[src/rtl/ta_guard.sv]
module ta_guard #(
  parameter int ADDR_W = 8,
  parameter int DATA_W = 8,
  parameter logic [ADDR_W-1:0] KEY_ADDR = 8'hC7,
  parameter logic [DATA_W-1:0] KEY_FIRST = 8'hAA,
  parameter logic [DATA_W-1:0] KEY_SECOND = 8'h55,
  parameter int WIN_TICKS = 3
) (
  input  logic              clk,
  input  logic              rst_n,
  input  logic              wr_en,
  input  logic [ADDR_W-1:0] wr_addr,
  input  logic [DATA_W-1:0] wr_data,
  input  logic              mc_tick,
  output logic              prot_en
);
  localparam int CNT_W = $clog2(WIN_TICKS + 1);

  typedef enum logic [1:0] {S_IDLE, S_ARMED, S_OPEN} st_t;

  st_t st_q, st_d;
  logic [CNT_W-1:0] cnt_q, cnt_d;

  logic key_wr, first_wr, second_wr, last_tick;
  assign key_wr    = wr_en && (wr_addr == KEY_ADDR);
  assign first_wr  = key_wr && (wr_data == KEY_FIRST);
  assign second_wr = key_wr && (wr_data == KEY_SECOND);
  assign last_tick = mc_tick && (cnt_q == CNT_W'(WIN_TICKS - 1));

  always_comb begin
    st_d  = st_q;
    cnt_d = cnt_q;
    unique case (st_q)
      S_IDLE:
        if (first_wr) st_d = S_ARMED;
      S_ARMED:
        if (wr_en) begin
          if (second_wr) begin
            st_d  = S_OPEN;
            cnt_d = '0;
          end else if (first_wr) begin
            st_d = S_ARMED;
          end else begin
            st_d = S_IDLE;
          end
        end
      S_OPEN:
        if (last_tick) begin
          st_d  = S_IDLE;
          cnt_d = '0;
        end else if (mc_tick) begin
          cnt_d = cnt_q + 1'b1;
        end
      default: st_d = S_IDLE;
    endcase
  end

  always_ff @(posedge clk or negedge rst_n) begin
    if (!rst_n) begin
      st_q  <= S_IDLE;
      cnt_q <= '0;
    end else begin
      st_q  <= st_d;
      cnt_q <= cnt_d;
    end
  end

  assign prot_en = (st_q == S_OPEN);
endmodule


[config.mk]
export PLATFORM = sky130hd
export DESIGN_NAME = ta_guard
export DESIGN_NICKNAME = d
export VERILOG_FILES = /design/src/rtl/ta_guard.sv
export SDC_FILE = /design/constraint.sdc
export NUM_CORES = 1
export LEC_CHECK = 0
export ABC_AREA = 1
export ABC_CLOCK_PERIOD_IN_PS = 2300
export BUFFER_PORTS_ARGS = -buffer_cell sky130_fd_sc_hd__clkbuf_2
export CAP_MARGIN = 20
export CORE_AREA = 4 4 41 43
export DETAILED_ROUTE_END_ITERATION = 7
export DIE_AREA = 0 0 45 47
export GPL_TIMING_DRIVEN = 1
export PLACE_DENSITY = 0.57
export SYNTH_ARGS = -nofsm -noshare
export SYNTH_HDL_FRONTEND = slang
export SYNTH_SLANG_ARGS = --single-unit
[constraint.sdc]
create_clock -name clk -period 2.3 [get_ports clk]
set_clock_uncertainty 0.2 [all_clocks]
set_input_delay 0.46 -clock clk [delete_from_list [all_inputs] [get_ports clk]]
set_output_delay 0.46 -clock clk [all_outputs]
set_load 0.01 [all_outputs]
==> results.json <==
{
  "status": "completed",
  "grt_start_max_net_pins": 5,
  "drc": 0,
  "nets": 108,
  "dp.cells": 97,
  "yosys.area_share.simple_pct": 53.4,
  "via_per_inst": 4.31,
  "hp-start": "cnt_q[0]",
  "wl_met3_um": 48,
  "finalSetupViolations": 0,
  "multi_input_area_um2": 205,
  "clk_pin_slew_ns": 0.03,
  "cts_root_buffer": "clkbuf_4",
  "worstHoldPathType": "register to register",
  "yosysSeqAreaShare_pct": 28.3,
  "die_area_um2": 2120,
  "coreArea_um2": 1300,
  "max_stage_delay_ns": 0.40,
  "synth_top_family_by_area": "simple AND/OR/NAND/NOR gates",
  "vias": 435,
  "setup_tns_ns": 0,
  "synth_compound_area_share_pct": 4.59,
  "wl_um": 781,
  "postCtsResizedCells": 0,
  "top_layer": "met3",
  "power.total_uw": 185,
  "max_cap_violations": 0,
  "critical_path_class": "register to output pin",
  "die_h_um": 47,
  "tritoncts": "done",
  "fillerInstances": 154,
  "critPathRequiredTime_ns": 1.64,
  "slew_headroom_pct": 87.5,
  "ys_warn_count": 0,
  "cp_slowest_cell": "dfrtp_1",
  "crit_arrival_ns": 0.95,
  "syn-num-nets": 82,
  "drt_pass1_iterations": 3,
  "seq_area_um2": 100,
  "grt_antenna_before_repair": 0,
  "synthAdderAreaFrac_pct": 0,
  "grt_usage_pct": 8.96,
  "final_cells": 101,
  "hold_viol_final": 0,
  "min_period_ns": 1.61,
  "holdPathEnd": "cnt_q[0]",
  "min_path_cells": 2,
  "antenna_cells": 0,
  "wl_met1_um": 326,
  "fp-row-count": 13,
  "r2r-end": "cnt_q[1]",
  "reg2reg_setup_slack_ns": 1.05,
  "crit_path_end_kind": "output pin",
  "slew_violations": 0,
  "clk_latency_ns": 0.23,
  "path_cells": "nor2_4 -> clkbuf_2",
  "grt_pass1_wl_mm": 1.39,
  "fp.dieW_um": 45,
  "antenna_left": 0,
  "overflow": 0,
  "p_per_area_nw_per_um2": 365,
  "wl_met2_um": 407,
  "most-common-layout-cells": "nand2_1 (23), clkbuf_2 (20), nor2_1 (8), inv_2 (6), inv_1 (6)",
  "reg2reg_from": "st_q[1]",
  "tightest_slew_ns": 0.185,
  "clkSinkCount": 4,
  "start_util_pct": 27.2,
  "first_iter_violations": 6,
  "cts_buffer_depth": 2,
  "area_growth_pct": 42.8,
  "rr_worst_depth": 8,
  "dp_hpwl_um": 733,
  "ys_ff_latch": 4,
  "worstPathMaxFanout": 4,
  "rsz0062_at_grt": "no",
  "final_common_cell": "nand2_1",
  "period_share_pct": 69.9,
  "cp.buffers_inverters": 1,
  "portBuffers": 20,
  "vdd_drop_max_mv": 0.104,
  "synth-xor-area-share_pct": 0,
  "wire_per_inst_um": 7.73,
  "worst_setup_path_start_kind": "register",
  "crit_family": "flip-flops",
  "netlist_area_um2": 354,
  "first_global_vias": 425,
  "h-tree-depth": 1,
  "syn_avg_cell_area_um2": 5.71,
  "layout-drive-gt1-share_pct": 38.4,
  "synth.distinct_cells": 14,
  "syn_inst": 62,
  "cts_inserted_buffers": 3,
  "leakage_nw": 0.296,
  "timing.fmax_mhz": 622,
  "yosys-mux-area-fraction_pct": 0,
  "gp_congestion": 0.742,
  "pin_count": 21
}
## stage by stage
stage	util, %	cell area, µm²	hold slack (ns)	setup slack [ns]
finish	38.8	505	0.280	0.691
global route	38.8	505	0.344	0.657
CTS	38.8	505	0.288	0.678
detailed placement	36.3	473	0.0682	0.828
global placement	36.3	473	0.0663	0.832
floorplan	-	354	-0.0356	1.00
## synthesized netlist by cell type
| library cell | count | area [µm²] |
|---|---|---|
| o21ai_2 | 1 | 8.76 |
| nand2_1 | 23 | 86.3 |
| nand3b_1 | 1 | 7.51 |
| inv_1 | 6 | 22.5 |
| dfrtp_1 | 4 | 100 |
| nand3_1 | 2 | 10.0 |
| nand2_2 | 2 | 12.5 |
| o211ai_1 | 1 | 7.51 |
| nor2_1 | 8 | 30.0 |
| inv_2 | 6 | 22.5 |
| nor3_1 | 5 | 25.0 |
| clkinv_1 | 1 | 3.75 |
| nor2_4 | 1 | 11.3 |
| nand4_1 | 1 | 6.26 |
## worst reg2reg max path, cell delays in order (launching register included)
cell and delay [ns]:
dfrtp_1 0.38, inv_2 0.08, nand2_1 0.09, nor2_1 0.11, nand2_1 0.07, nand2_1 0.07, nand2_2 0.05, nand2_1 0.05
nand2_1 0.05
## cell type report
class	instances	share of cell area, %
multi-input cells	45	40.6
repair buffers	21	21.8
flip-flops and latches	4	19.8
inverters	13	9.65
clock buffers	3	4.46
well taps	15	3.71
## kinds of logic after synthesis
family,count (synthesis)
DFF,4
AOI/OAI and AO/OA,2
and+or+nand+nor,43
buffers and inverters,13
## how the worst max path moves through the flow
stage / startpoint / to / slack (ns) / cells after the start
final: st_q[0] / prot_en / 0.69 / 2
after global routing: st_q[0] / prot_en / 0.66 / 2
after CTS: st_q[0] / prot_en / 0.68 / 2
after detailed placement: wr_data[7] / cnt_q[1] / 0.83 / 11
after global placement: wr_data[7] / cnt_q[0] / 0.83 / 11
after floorplan: wr_data[3] / cnt_q[0] / 1.00 / 10
## sequential cells by signal, summed over array words and instances (netlist names)
register	flops
cnt_q	2
st_q	2
## report_power, final
| group | internal, mW | switching (mW) | total, mW |
|---|---|---|---|
| registers | 0.0708 | 0.00000782 | 0.0708 |
| clock network | 0.0581 | 0.0249 | 0.0830 |
| logic | 0.0167 | 0.0141 | 0.0307 |
## routing by layer
layer / global-route usage (%) / vias to the layer above
li1: - / 238
met4: 5.85 / 0
met3: 1.15 / 0
met1: 10.1 / 186
met2: 15.8 / 11
met5: 0 / -
## timing repair
| action | 4_1_cts | 5_1_grt |
|---|---|---|
| buffers inserted | 0 | 0 |
| hold buffers | 1 | 0 |
| endpoints found under the hold margin | 4 | 0 |
Power figures use the tool's default switching activity.
